==> src/rtl/ies_pkg.sv <==
package ies_pkg;
  typedef enum logic [3:0] {
    ST_FETCH, ST_EXEC,
    ST_PUSH_H, ST_PUSH_L, ST_PUSH_P,
    ST_VEC_L, ST_VEC_H,
    ST_POP_P, ST_POP_L, ST_POP_H
  } ies_state_t;

  localparam logic [7:0] OP_BRK = 8'h00;
  localparam logic [7:0] OP_CLI = 8'h58;
  localparam logic [7:0] OP_SEI = 8'h78;
  localparam logic [7:0] OP_RTI = 8'h40;

  localparam int FLAG_I = 2;
  localparam int FLAG_B = 4;
  localparam int FLAG_U = 5;
endpackage

==> src/rtl/ies_req_sampler.sv <==
module ies_req_sampler (
  input  logic clk,
  input  logic rst,
  input  logic irq_n,
  input  logic nmi_n,
  input  logic poll,
  input  logic i_flag,
  input  logic take_nmi,
  output logic irq_pend,
  output logic nmi_pend
);
  logic nmi_q;
  logic nmi_fall;

  assign nmi_fall = nmi_q & ~nmi_n;

  always_ff @(posedge clk) begin
    if (rst) begin
      nmi_q    <= 1'b1;
      nmi_pend <= 1'b0;
      irq_pend <= 1'b0;
    end else begin
      nmi_q    <= nmi_n;
      // a new edge wins over the clear of the one being taken
      nmi_pend <= nmi_fall | (nmi_pend & ~take_nmi);
      if (poll) irq_pend <= ~irq_n & ~i_flag;
    end
  end

  p_nmi_latch_r7: assert property (@(posedge clk) disable iff (rst)
    $fell(nmi_n) |=> nmi_pend);

  p_irq_masked_r11: assert property (@(posedge clk) disable iff (rst)
    (poll && i_flag) |=> !irq_pend);
endmodule

==> src/rtl/ies_ctrl.sv <==
module ies_ctrl
  import ies_pkg::*;
#(
  parameter int DATA_W = 8
) (
  input  logic              clk,
  input  logic              rst,
  input  logic [DATA_W-1:0] mem_rdata,
  input  logic              irq_pend,
  input  logic              nmi_pend,
  output ies_state_t        state,
  output logic              hijack,
  output logic              take_nmi,
  output logic              vec_nmi,
  output logic              poll,
  output logic              op_cli,
  output logic              op_sei
);
  ies_state_t        state_nx;
  logic [DATA_W-1:0] ir;
  logic              hw_int;

  assign hijack   = (state == ST_FETCH) && (nmi_pend || irq_pend);
  assign take_nmi = hijack && nmi_pend;
  assign op_cli   = (state == ST_EXEC) && !hw_int && (ir == DATA_W'(OP_CLI));
  assign op_sei   = (state == ST_EXEC) && !hw_int && (ir == DATA_W'(OP_SEI));

  always_comb begin
    state_nx = state;
    poll     = 1'b0;
    case (state)
      ST_FETCH:  state_nx = ST_EXEC;
      ST_EXEC: begin
        if (hw_int && ir == DATA_W'(OP_BRK)) state_nx = ST_PUSH_H;
        else if (ir == DATA_W'(OP_RTI))      state_nx = ST_POP_P;
        else begin
          state_nx = ST_FETCH;
          poll     = 1'b1;
        end
      end
      ST_PUSH_H: state_nx = ST_PUSH_L;
      ST_PUSH_L: state_nx = ST_PUSH_P;
      ST_PUSH_P: state_nx = ST_VEC_L;
      ST_VEC_L:  state_nx = ST_VEC_H;
      ST_VEC_H: begin
        state_nx = ST_FETCH;
        poll     = 1'b1;
      end
      ST_POP_P:  state_nx = ST_POP_L;
      ST_POP_L:  state_nx = ST_POP_H;
      ST_POP_H: begin
        state_nx = ST_FETCH;
        poll     = 1'b1;
      end
      default:   state_nx = ST_FETCH;
    endcase
  end

  always_ff @(posedge clk) begin
    if (rst) begin
      state   <= ST_FETCH;
      ir      <= '0;
      hw_int  <= 1'b0;
      vec_nmi <= 1'b0;
    end else begin
      state <= state_nx;
      if (state == ST_FETCH) begin
        // the fetched opcode is dropped and a break code stands in for it
        ir     <= hijack ? DATA_W'(OP_BRK) : mem_rdata;
        hw_int <= hijack;
        if (hijack) vec_nmi <= nmi_pend;
      end
    end
  end

  p_nmi_wins_r8: assert property (@(posedge clk) disable iff (rst)
    (hijack && nmi_pend && irq_pend) |=> (state == ST_EXEC && vec_nmi));
endmodule

==> src/rtl/ies_datapath.sv <==
module ies_datapath
  import ies_pkg::*;
#(
  parameter int                     ADDR_W     = 16,
  parameter int                     DATA_W     = 8,
  parameter logic [ADDR_W-DATA_W-1:0] STACK_PAGE = 'h01,
  parameter logic [ADDR_W-1:0]      IRQ_VEC    = 'hFFFE,
  parameter logic [ADDR_W-1:0]      NMI_VEC    = 'hFFFA,
  parameter logic [ADDR_W-1:0]      RESET_PC   = 'h0200,
  parameter logic [DATA_W-1:0]      RESET_SP   = 'hFF
) (
  input  logic              clk,
  input  logic              rst,
  input  ies_state_t        state,
  input  logic              hijack,
  input  logic              vec_nmi,
  input  logic              op_cli,
  input  logic              op_sei,
  input  logic [DATA_W-1:0] mem_rdata,
  output logic [ADDR_W-1:0] mem_addr,
  output logic [DATA_W-1:0] mem_wdata,
  output logic              mem_we,
  output logic              sync,
  output logic              i_flag
);
  localparam int HI_W = ADDR_W - DATA_W;
  localparam logic [DATA_W-1:0] P_RESET = DATA_W'(1) << FLAG_I;

  logic [ADDR_W-1:0] pc;
  logic [DATA_W-1:0] sp;
  logic [DATA_W-1:0] p_q;
  logic [DATA_W-1:0] p_push;
  logic [DATA_W-1:0] p_pop;
  logic [DATA_W-1:0] sp_up;
  logic [ADDR_W-1:0] vec_base;

  assign i_flag   = p_q[FLAG_I];
  assign sp_up    = sp + 1'b1;
  assign vec_base = vec_nmi ? NMI_VEC : IRQ_VEC;

  always_comb begin
    p_push         = p_q;
    p_push[FLAG_U] = 1'b1;
    p_push[FLAG_B] = 1'b0;
    p_pop          = mem_rdata;
    p_pop[FLAG_U]  = 1'b0;
    p_pop[FLAG_B]  = 1'b0;
  end

  always_comb begin
    mem_addr  = pc;
    mem_wdata = '0;
    mem_we    = 1'b0;
    case (state)
      ST_PUSH_H: begin
        mem_addr  = {STACK_PAGE, sp};
        mem_wdata = pc[ADDR_W-1:DATA_W];
        mem_we    = 1'b1;
      end
      ST_PUSH_L: begin
        mem_addr  = {STACK_PAGE, sp};
        mem_wdata = pc[DATA_W-1:0];
        mem_we    = 1'b1;
      end
      ST_PUSH_P: begin
        mem_addr  = {STACK_PAGE, sp};
        mem_wdata = p_push;
        mem_we    = 1'b1;
      end
      ST_VEC_L:  mem_addr = vec_base;
      ST_VEC_H:  mem_addr = vec_base | ADDR_W'(1);
      ST_POP_P, ST_POP_L, ST_POP_H: mem_addr = {STACK_PAGE, sp_up};
      default:   mem_addr = pc;
    endcase
  end

  assign sync = (state == ST_FETCH);

  always_ff @(posedge clk) begin
    if (rst) begin
      pc  <= RESET_PC;
      sp  <= RESET_SP;
      p_q <= P_RESET;
    end else begin
      case (state)
        ST_FETCH:  if (!hijack) pc <= pc + 1'b1;
        ST_EXEC: begin
          if (op_cli) p_q[FLAG_I] <= 1'b0;
          if (op_sei) p_q[FLAG_I] <= 1'b1;
        end
        ST_PUSH_H, ST_PUSH_L: sp <= sp - 1'b1;
        ST_PUSH_P: begin
          sp          <= sp - 1'b1;
          p_q[FLAG_I] <= 1'b1;
        end
        ST_VEC_L:  pc[DATA_W-1:0] <= mem_rdata;
        ST_VEC_H:  pc[ADDR_W-1:DATA_W] <= mem_rdata[HI_W-1:0];
        ST_POP_P: begin
          sp  <= sp_up;
          p_q <= p_pop;
        end
        ST_POP_L: begin
          sp             <= sp_up;
          pc[DATA_W-1:0] <= mem_rdata;
        end
        ST_POP_H: begin
          sp                  <= sp_up;
          pc[ADDR_W-1:DATA_W] <= mem_rdata[HI_W-1:0];
        end
        default: ;
      endcase
    end
  end

  p_fetch_is_read_r1: assert property (@(posedge clk) disable iff (rst)
    sync |-> !mem_we);

  p_hijack_pc_hold_r3: assert property (@(posedge clk) disable iff (rst)
    hijack |=> (mem_addr == $past(mem_addr)));

  p_push_sp_dec_r4: assert property (@(posedge clk) disable iff (rst)
    mem_we |=> (sp == $past(sp) - 1'b1));

  p_mask_after_push_r5: assert property (@(posedge clk) disable iff (rst)
    (state == ST_PUSH_P) |=> i_flag);
endmodule

==> src/rtl/irq_entry_seq.sv <==
module irq_entry_seq
  import ies_pkg::*;
#(
  parameter int                ADDR_W   = 16,
  parameter int                DATA_W   = 8,
  parameter logic [ADDR_W-1:0] RESET_PC = 'h0200
) (
  input  logic              clk,
  input  logic              rst,
  input  logic              irq_n,
  input  logic              nmi_n,
  output logic [ADDR_W-1:0] mem_addr,
  input  logic [DATA_W-1:0] mem_rdata,
  output logic [DATA_W-1:0] mem_wdata,
  output logic              mem_we,
  output logic              sync,
  output logic              irq_disable
);
  ies_state_t state;
  logic hijack, take_nmi, vec_nmi, poll, op_cli, op_sei;
  logic irq_pend, nmi_pend, i_flag;

  assign irq_disable = i_flag;

  ies_req_sampler u_req (
    .clk(clk), .rst(rst), .irq_n(irq_n), .nmi_n(nmi_n),
    .poll(poll), .i_flag(i_flag), .take_nmi(take_nmi),
    .irq_pend(irq_pend), .nmi_pend(nmi_pend)
  );

  ies_ctrl #(.DATA_W(DATA_W)) u_ctrl (
    .clk(clk), .rst(rst), .mem_rdata(mem_rdata),
    .irq_pend(irq_pend), .nmi_pend(nmi_pend),
    .state(state), .hijack(hijack), .take_nmi(take_nmi),
    .vec_nmi(vec_nmi), .poll(poll), .op_cli(op_cli), .op_sei(op_sei)
  );

  ies_datapath #(
    .ADDR_W(ADDR_W), .DATA_W(DATA_W), .RESET_PC(RESET_PC)
  ) u_dp (
    .clk(clk), .rst(rst), .state(state), .hijack(hijack),
    .vec_nmi(vec_nmi), .op_cli(op_cli), .op_sei(op_sei),
    .mem_rdata(mem_rdata), .mem_addr(mem_addr), .mem_wdata(mem_wdata),
    .mem_we(mem_we), .sync(sync), .i_flag(i_flag)
  );
endmodule

==> config.mk <==
export PLATFORM = sky130hd
export DESIGN_NAME = irq_entry_seq
export DESIGN_NICKNAME = d
export VERILOG_FILES = /design/src/rtl/ies_pkg.sv /design/src/rtl/ies_req_sampler.sv /design/src/rtl/ies_ctrl.sv /design/src/rtl/ies_datapath.sv /design/src/rtl/irq_entry_seq.sv
export SDC_FILE = /design/constraint.sdc
export NUM_CORES = 1
export LEC_CHECK = 0
export BUFFER_PORTS_ARGS = -buffer_cell sky130_fd_sc_hd__buf_2
export CORE_AREA = 3 3 67 93
export CTS_BUF_LIST = sky130_fd_sc_hd__clkbuf_8 sky130_fd_sc_hd__clkbuf_16
export CTS_CLUSTER_SIZE = 40
export DETAILED_ROUTE_END_ITERATION = 10
export DIE_AREA = 0 0 70 96
export PLACE_DENSITY = 0.84
export SLEW_MARGIN = 5
export SYNTH_ARGS = -nofsm -noshare
export SYNTH_HDL_FRONTEND = slang
export SYNTH_SLANG_ARGS = --single-unit
export TNS_END_PERCENT = 20
==> constraint.sdc <==
create_clock -name clk -period 2 [get_ports clk]
set_input_delay 0.1 -clock clk [delete_from_list [all_inputs] [get_ports clk]]
set_output_delay 0.1 -clock clk [all_outputs]
set_load 0.05 [all_outputs]
# After elaboration in Yosys (flattened, before gate mapping)
# Cells that the tools add are included.
[classes]
reduce_logical = 22
addsub = 3
mux = 18
n_bitwise = 8
eq_ne = 14
[op_table]
columns = ["op", "n"]
rows = [
  ["16-bit case mux with 4 select lines", 1],
  ["8-bit case mux with 2 select lines", 3],
  ["4-bit case mux with 8 select lines", 1],
  ["8-bit by 7-bit equality test with 1-bit output (second input constant)", 3],
  ["8-bit case mux with 3 select lines", 1],
  ["16-bit by 1-bit adder with 16-bit output (second input constant)", 1],
  ["4-bit by 3-bit equality test with 1-bit output (second input constant)", 4],
  ["16-bit 2-to-1 mux", 1],
  ["8-bit by 1-bit adder with 8-bit output (second input constant)", 1],
  ["4-bit by 2-bit equality test with 1-bit output (second input constant)", 2],
  ["4-bit equality test (second input constant)", 2],
  ["8-bit zero test", 1],
  ["8-bit 2-to-1 mux", 1],
  ["2-bit AND reduction", 4],
  ["8-bit by 1-bit subtractor with 8-bit output (second input constant)", 1],
  ["1-bit logical AND", 6],
  ["3-bit 2-to-1 mux", 2],
  ["2-bit nonzero test", 3],
  ["3-bit OR reduction", 2],
  ["1-bit 2-to-1 mux", 5],
  ["4-bit by 1-bit equality test with 1-bit output (second input constant)", 1],
  ["4-bit zero test", 1],
  ["4-bit 2-to-1 mux", 1],
  ["1-bit NOT", 4],
  ["other kinds (10)", 13],
]
[totals]
input_bits = 12
reg_bits = 47
out_inout_bits = 27

# Longest topological paths before layout
# Gate-level depths: netlist (run 1).
[depth]
depth_word = 6
mapped_depth = 7

# Cells and area by module
# Synthesis (run 1) repeated with hierarchy kept, for this count alone.
[hier_totals]
hier_cells = 420
area_unflattened_um2 = 3243.1
[by_module_without_submodules]
columns = ["mod", "n_inst", "cells_each", "area_each_um2"]
rows = [
  ["ies_datapath", 1, 321, 2418.6],
  ["ies_ctrl", 1, 89, 720.7],
  ["ies_req_sampler", 1, 10, 103.8],
]

# Worst setup path before layout (run 1)
# Ideal clock, no wire load.
[synth_path]
path_kind = "register -> output"
startpoint = "reg u_ctrl.state[2]"
endpoint = "out mem_addr[1]"
required_ns = 1.900
stages_incl_launch_ff = 7
n_path_buf = 2
slack_ns = -0.518
arrival_ns = 2.418
path_cell_list = "dfxtp_1 clkbuf_1 nand2b_1 nor2_1 clkbuf_1 nor2_1 o21ai_0"
[synth_via]
elab_chain_cells = 3
elab_cells_between_ends = 11
classes_between = "eq/ne: 8; mux: 1; reduce/logical: 2"
[synth_lines]
columns = ["item", "line_no", "rtl"]
rows = [
  ["start: declaration", "ies_ctrl.sv:11", "output ies_state_t state,"],
  ["start signal: assignment", "ies_ctrl.sv:66", "state <= state_nx;"],
  ["4-bit equality test, or another cell as far along", "ies_datapath.sv:54", "case (state)"],
  ["3-bit OR reduction (no line)", "n/a", ""],
  ["16-bit case mux with 4 select lines (*)", "ies_datapath.sv:54", ""],
  ["end: declaration", "irq_entry_seq.sv:12", "output logic [ADDR_W-1:0] mem_addr,"],
]
# Every way passes the cells marked *; elsewhere a longest branch is shown, timed or not.

# Worst setup path after layout (run 1)
[layout_path]
startpoint = "reg u_ctrl.state[2]"
endpoint = "out mem_addr[5]"
# Same word-level chain as after synthesis.

==> out/summary.txt, run 1 <==
Worst Hold Depth = 3
final cell count without fillers = 526
Peak Freq = 486 MHz
failing checks = setup timing
switching share of power = 33.2%
Clock power frac = 32.9%
Residual DRC = 0
Slew Viols, Final = 0
CP startpoint = u_ctrl.state[2]$_SDFF_PP0_
routed wl met3 = 1010 um
CP endpoint kind = primary output
largest net degree at the start of global routing = 24
Gate power share = 28.0%
pwr dens = 646 mW/mm^2
crit-path max FO = 7
WL final = 10800 um
Slew @ Worst Pin = 607 ps
first-pass GRT wire length = 16700 um
vias in the first global route = 3319
fin crit share = 103%
initial antenna violation count = 0
fraction of layout instances using a drive strength above 1 = 30.8%
worst skew pair latency = 310 ps
Sequential Power Share = 39.1%
Post-synth EDFFs = 0
routed len/inst = 20.5 um
#FFs+latches synth = 47
std cell rows = 32
Max-slew headroom = 59.4%
Netlist Area Pre-Place = 0.00313 sq mm
die area = 0.00672 sq mm
Cell variety after synth = 71
Port Buffers = 38
Worst Path Class, Setup = reg -> out
status = complete, but fails checks
Via density = 6.92
via count of the routed design = 3639
CTS Buf Count = 5
nets@finish = 472
WP data arrival = 1960 ps
max layer used = met4
Req. time, crit path = 1900 ps
post-route ant nets = 0
prevailing post-synth register cell = dfxtp_1
H-tree Lvls = 2
Clock Sinks = 47
final setup fails = 6
Worst Reg2Reg Path Length in Cells = 6
placed wire-length estimate = 7290 um
maximum VDD drop = 0.561 mV
Clock Path Buffers = 2
TritonCTS clock tree = done
Overflow after GRT = 0
setup ws final = -58.4 ps
crit path capture = mem_addr[5]
Clock Skew = 8.69 ps
R2R Setup Slk = -20 ps
Placed Cells = 508
total track usage = 31.0%
Iter 0 DRT Violations = 429
post-layout min period = 2060 ps
die width = 70 um
Antenna Cells = 0
max cap viols = 0
Syn Inst Count = 390
Clock transition at path regs = 100 ps
RR Endpoint = u_dp.pc[10]$_SDFFE_PP0P_
CTS root buf = clkbuf_8
met2 wire len = 5420 um
met1 wire length = 3730 um
global placer's final weighted congestion = 0.948
final hold vios = 0
P&R area growth vs syn = 28.9%
Starting Density = 56.6%
Internal = 1.74 mW
asr flop ratio synth = 0%
P_leak = 1.70 nW
syn nets = 405
worst r2r src = u_ctrl.state[2]$_SDFF_PP0_
Core Area = 0.00553 sq mm
Die Y = 96 um
num ports = 39
Setup WS pre-CTS = 17.4 ps
fillcell total = 390
yosys warns = 0
RSZ-0062 raised after global routing = yes
DR pass1 iterations = 5
Setup crit start kind = flip-flop
sequential fraction of the synthesis area = 30.1%
min-delay worst type = in -> reg
Psw = 864 uW
mean post-synth cell area = 8.01 sq um
[sequential cells by signal, indices dropped and copies added (netlist names)]
name and cells:
u_req.nmi_pend 1, u_ctrl.state 4, u_dp.p_q 6, u_ctrl.ir 8, u_dp.pc 16, u_req.irq_pend 1, u_req.nmi_q 1, u_ctrl.hw_int 1
u_ctrl.vec_nmi 1, u_dp.sp 8
[Yosys cell counts, types with 6 or more instances]
library cell	instances	area, sq um
clkbuf_1	15	56.3
a21oi_1	25	125
dfxtp_1	47	941
or3_1	6	37.5
and4_1	6	52.6
a21o_1	10	75.1
nor2_1	32	120
inv_1	18	67.6
nand4_1	8	50.1
o21ai_0	19	95.1
and3_1	6	37.5
a22oi_1	10	75.1
a211oi_1	8	60.1
buf_2	6	30.0
a222oi_1	6	60.1
nand3_1	11	55.1
nand2_1	28	105
nor3_1	16	80.1
a31oi_1	6	37.5
o211ai_1	9	67.6
[layout make-up]
| cell class | count | area (sq um) | area share [%] |
|---|---|---|---|
| Multi-Input combinational cell | 293 | 2060 | 51.2 |
| Timing Repair Buffer | 89 | 707 | 17.5 |
| Tap cell | 68 | 85.1 | 2.11 |
| Sequential cell | 47 | 947 | 23.5 |
| Clock inverter | 3 | 67.6 | 1.68 |
| Inverter | 21 | 88.8 | 2.20 |
| Clock buffer | 5 | 68.8 | 1.71 |
[cell usage in the layout, fill, tap and decap left out, types with 6 or more instances in the layout]
| master | synthesis | routed |
|---|---|---|
| buf_4 | 3 | 51 |
| dfxtp_1 | 47 | 44 |
| nor2_1 | 32 | 30 |
| a21oi_1 | 25 | 25 |
| nand2_1 | 28 | 24 |
| buf_2 | 6 | 19 |
| inv_1 | 18 | 18 |
| o21ai_0 | 19 | 17 |
| nor3_1 | 16 | 14 |
| buf_6 | 3 | 13 |
| a21o_1 | 10 | 10 |
| nand3_1 | 11 | 10 |
| o211ai_1 | 9 | 9 |
| a22oi_1 | 10 | 9 |
| nand4_1 | 8 | 8 |
| a222oi_1 | 6 | 6 |
| a211oi_1 | 8 | 6 |
| and4_1 | 6 | 6 |
| a31oi_1 | 6 | 6 |
[per-layer routing]
layer  vias to the layer above  track usage, %
met5                         -               0
met4                         0            20.3
met3                        61            5.43
met2                       277            54.1
met1                      1680            34.6
li1                       1621               -
[worst min-delay path by stage]
stage | start | to
after global placement | irq_n | u_req.irq_pend$_SDFFE_PP0P_
after CTS | mem_rdata[2] | u_dp.p_q[2]$_SDFFE_PP1P_
after global routing | mem_rdata[2] | u_dp.p_q[2]$_SDFFE_PP1P_
after detailed placement | irq_n | u_req.irq_pend$_SDFFE_PP0P_
after floorplan | irq_n | u_req.irq_pend$_SDFFE_PP0P_
final | mem_rdata[2] | u_dp.p_q[2]$_SDFFE_PP1P_
[critical path, cell delays in order (launching register included)]
cell and delay [ps]:
dfxtp_2 350, buf_4 160, and4b_2 280, buf_6 140, o22ai_4 160, a21oi_1 90, a221o_1 290, buf_6 160
[cells by family after synthesis]
kind of cell	count (synthesis)	share of synthesized area, %
flops	47	30.1
buf+inv	50	7.57
simple gates	154	28.9
xor+xnor	5	1.40
compound gates	125	28.8
fa+ha+maj	4	1.52
mux	5	1.64
[power by group through the flow]
stage	combinational (mW)	sequential [mW]	clock [mW]
after detailed placement	0.634	1.04	0
after global routing	0.767	1.02	0.885
after floorplan	0.454	1.03	0
final	0.729	1.02	0.856
after CTS	0.681	1.02	0.851
after global placement	0.621	1.04	0
[metrics by stage]
stage                     setup TNS (ps)  area, sq um  utilization, %  power [mW]  hold slack [ps]
after floorplan                    -1050         3130               -        1.49              201
after global placement                 0         3590            65.0        1.66              293
after detailed placement               0         3590            65.0        1.67              295
after CTS                          -82.3         3910            70.8        2.55             70.5
after global routing                -822         4030            72.9        2.68             73.1
final                               -152         4030            72.9        2.60             74.0
[repair_timing]
action / CTS / global route
setup buffers: 6 / 2
endpoints found under the hold margin: 2 / 0
pin swaps: 6 / 11
endpoints found under the setup margin: 22 / 30
hold buffers: 2 / 0
resized for setup: 38 / 33
Power figures use the tool's default switching activity.
==> inputs of run 2 (changes only) <==
--- a/config.mk
+++ b/config.mk
@@ -6,14 +6,15 @@
 export NUM_CORES = 1
 export LEC_CHECK = 0
 export BUFFER_PORTS_ARGS = -buffer_cell sky130_fd_sc_hd__buf_2
-export CORE_AREA = 3 3 67 93
+export CORE_AREA = 3 3 67 94
 export CTS_BUF_LIST = sky130_fd_sc_hd__clkbuf_8 sky130_fd_sc_hd__clkbuf_16
 export CTS_CLUSTER_SIZE = 40
 export DETAILED_ROUTE_END_ITERATION = 10
-export DIE_AREA = 0 0 70 96
-export PLACE_DENSITY = 0.84
+export DIE_AREA = 0 0 70 97
+export PLACE_DENSITY = 0.85
 export SLEW_MARGIN = 5
 export SYNTH_ARGS = -nofsm -noshare
 export SYNTH_HDL_FRONTEND = slang
+export SYNTH_HIERARCHICAL = 1
 export SYNTH_SLANG_ARGS = --single-unit
 export TNS_END_PERCENT = 20
==> run 2 against run 1 <==
Effect of this change:
- the flow still finishes with violations (setup timing)
- critical path depth stayed put
- combinational power increased by 11%
- power shrank 5.5%
- first-iteration DRC count is 41% higher
- clock power is 26% lower
- fmax is 6.1% lower
- sequential cell count unchanged
- critical endpoint is now mem_addr[2]
- synthesized cell count rose by 7.7%
- worst hold slack worse by 14 ps
- sequential power about the same
==> out/summary.txt, run 2 <==
post-route ant nets = 0
most frequent cells in the layout = buf_4, dfxtp_1, a21oi_1, nand2_1, buf_6
via count of the routed design = 4041
Cell variety after synth = 72
Post-Synth Simple-Gate Area = 30.5%
Starting Density = 58.7%
Slew @ Worst Pin = 555 ps
prevailing post-synth register cell = dfxtp_1
Placement Cell Area = 0.00387 sq mm
CTS Buf Count = 5
synthesized-area fraction occupied by adder cells = 1.16%
Worst path max stage delay = 410 ps
nets@finish = 521
Overflow after GRT = 0
total track usage = 33.2%
#FFs+latches synth = 47
Clock power frac = 25.6%
largest family of logic cells by synthesized area = simple AND/OR/NAND/NOR gates
pwr dens = 551 mW/mm^2
post-synthesis mux area share = 1.58%
cell mode on critical path = buf_4
Netlist Area Pre-Place = 0.00324 sq mm
post-synthesis compound-gate area fraction = 28.7%
asr flop ratio synth = 0%
DR pass1 iterations = 7
WP data arrival = 2090 ps
cells along the critical path = buf_6 > nor4b_4 > nor2_4 > buf_4 > a41oi_2 > o211ai_1 > buf_4
switching share of power = 36.0%
routed len/inst = 21.3 um
Hold Slack = 59.6 ps
Die Y = 97 um
final instance area = 0.00447 sq mm
Slew Viols, Final = 0
final hold vios = 0
top flop regs = u_dp/pc (16), u_ctrl/ir (8), u_dp/sp (8)
yosys warns = 6
fraction of layout instances using a drive strength above 1 = 35.5%
CP endpoint kind = primary output
WL final = 12200 um
Gate power share = 32.9%
die area = 0.00679 sq mm
Sequential Power Share = 41.5%
P_leak = 1.84 nW
max cap viols = 0
mean post-synth cell area = 7.72 sq um
syn nets = 435
synth cell count leaders = dfxtp_1, nand2_1, a21oi_1, nor2_1, nand3_1
area occupied by registers = 960 sq um
final setup fails = 30
Peak Freq = 456 MHz
setup ws final = -192 ps
post-synth top area share = 29.0%
Port Buffers = 38
global placer's final weighted congestion = 0.938
count leader, synth = dfxtp_1
P&R area growth vs syn = 37.8%
Clock Skew = 8.73 ps
Clock Path Buffers = 2
Internal = 1.57 mW
Post-synth EDFFs = 0
Via density = 7.03
Iter 0 DRT Violations = 604
number of flip-flops in the largest register = 16
sequential fraction of the synthesis area = 29.0%
Clock transition at path regs = 90 ps
vias in the first global route = 3779
Setup crit start kind = flip-flop
status = complete, but fails checks
fin crit share = 110%
placed wire-length estimate = 7700 um
Multi-input gate area = 0.00230 sq mm
Residual DRC = 0
num ports = 39
Clock Sinks = 47
worst skew pair latency = 310 ps
Max-slew headroom = 62.7%
die width = 70 um
crit-path max FO = 6
Reg with most FFs = u_dp/pc
TritonCTS clock tree = done
fillcell total = 335
Slowest-stage cell, CP = nor4b_4
failing checks = setup timing
post-layout min period = 2190 ps
first-pass GRT wire length = 18600 um
min-delay worst type = in -> reg
commonest non-fill, non-tap cell in the layout = buf_4
largest area contributor in the netlist = dfxtp_1
Core Area = 0.00553 sq mm
H-tree Lvls = 2
initial antenna violation count = 0
maximum VDD drop = 0.448 mV
RSZ-0062 raised after global routing = yes
synth top area cells = dfxtp_1, a21oi_1, nand2_1
Setup WS pre-CTS = -109 ps
std cell rows = 32
Post-Synth XOR/XNOR Area = 1.62%
largest net degree at the start of global routing = 30
Req. time, crit path = 1900 ps
Worst Path Class, Setup = reg -> out
Psw = 886 uW
CTS root buf = clkbuf_8
Antenna Cells = 0
Syn Inst Count = 420
run 2: final cells by class:
cell class	count	area share, %
Clock buffer	6	1.85
Clock inverter	2	0.364
Inverter	22	1.96
Multi-Input combinational cell	318	51.5
Sequential cell	47	21.5
Tap cell	68	1.90
Timing Repair Buffer	112	20.9
run 2: cells by family after synthesis:
logic type	after synthesis
and+or+nand+nor	169
AOI/OAI and AO/OA	135
buffers and inverters	55
DFF	47
xor gates and xnor gates	6
muxes	5
adders and majority gates	3
run 2: layer usage:
| metal | vias to the layer above | global-route usage (%) | part of all wire (%) |
|---|---|---|---|
| li1 | 1766 | - | - |
| met5 | - | 0 | 0 |
| met2 | 298 | 54.4 | 48 |
| met1 | 1894 | 40.9 | 36 |
| met3 | 83 | 5.61 | 9.9 |
| met4 | 0 | 17.7 | 5.8 |
run 2: final timing paths:
kind                                 end                       start  cells after the start  slack (ps)
max                          mem_addr[2]  u_ctrl/state[1]$_SDFF_PP0_                      7        -190
min          u_req/irq_pend$_SDFFE_PP0P_                       irq_n                      3          60
max reg2reg      u_dp/pc[9]$_SDFFE_PP1P_  u_ctrl/state[3]$_SDFF_PP0_                      8         -90
min reg2reg     u_dp/p_q[6]$_SDFFE_PP0N_    u_dp/p_q[6]$_SDFFE_PP0N_                      2         470
run 2: power groups by stage:
stage                     Sequential (mW)  Combinational (mW)  Clock [mW]
after floorplan                      1.03               0.453           0
after global placement               1.04               0.653           0
after detailed placement             1.04               0.668           0
after CTS                            1.01               0.730       0.637
after global routing                 1.02               0.849       0.676
final                                1.02               0.810       0.631
run 2: timing repair:
item / in CTS / in global routing
setup buffers: 10 / 5
hold endpoints to repair: 1 / 0
pin swaps: 23 / 24
hold buffers: 1 / 0
resized for setup: 68 / 41
endpoints found under the setup margin: 34 / 39
run 2: worst max-delay path: cells and delay by family, from the launching register on:
kind            cells  cell delay (ps)
buf+inv             3              530
simple gates        2              500
flops               1              370
compound gates      2              370
run 2: through the flow:
step / TNS, ps / power (mW) / instances / util [%]
after floorplan: -1220 / 1.48 / 420 / -
after global placement: -422 / 1.69 / 552 / 70.0
after detailed placement: -744 / 1.71 / 552 / 70.0
after CTS: -407 / 2.38 / 570 / 77.0
after global routing: -3840 / 2.55 / 575 / 80.9
final: -1670 / 2.46 / 575 / 80.9
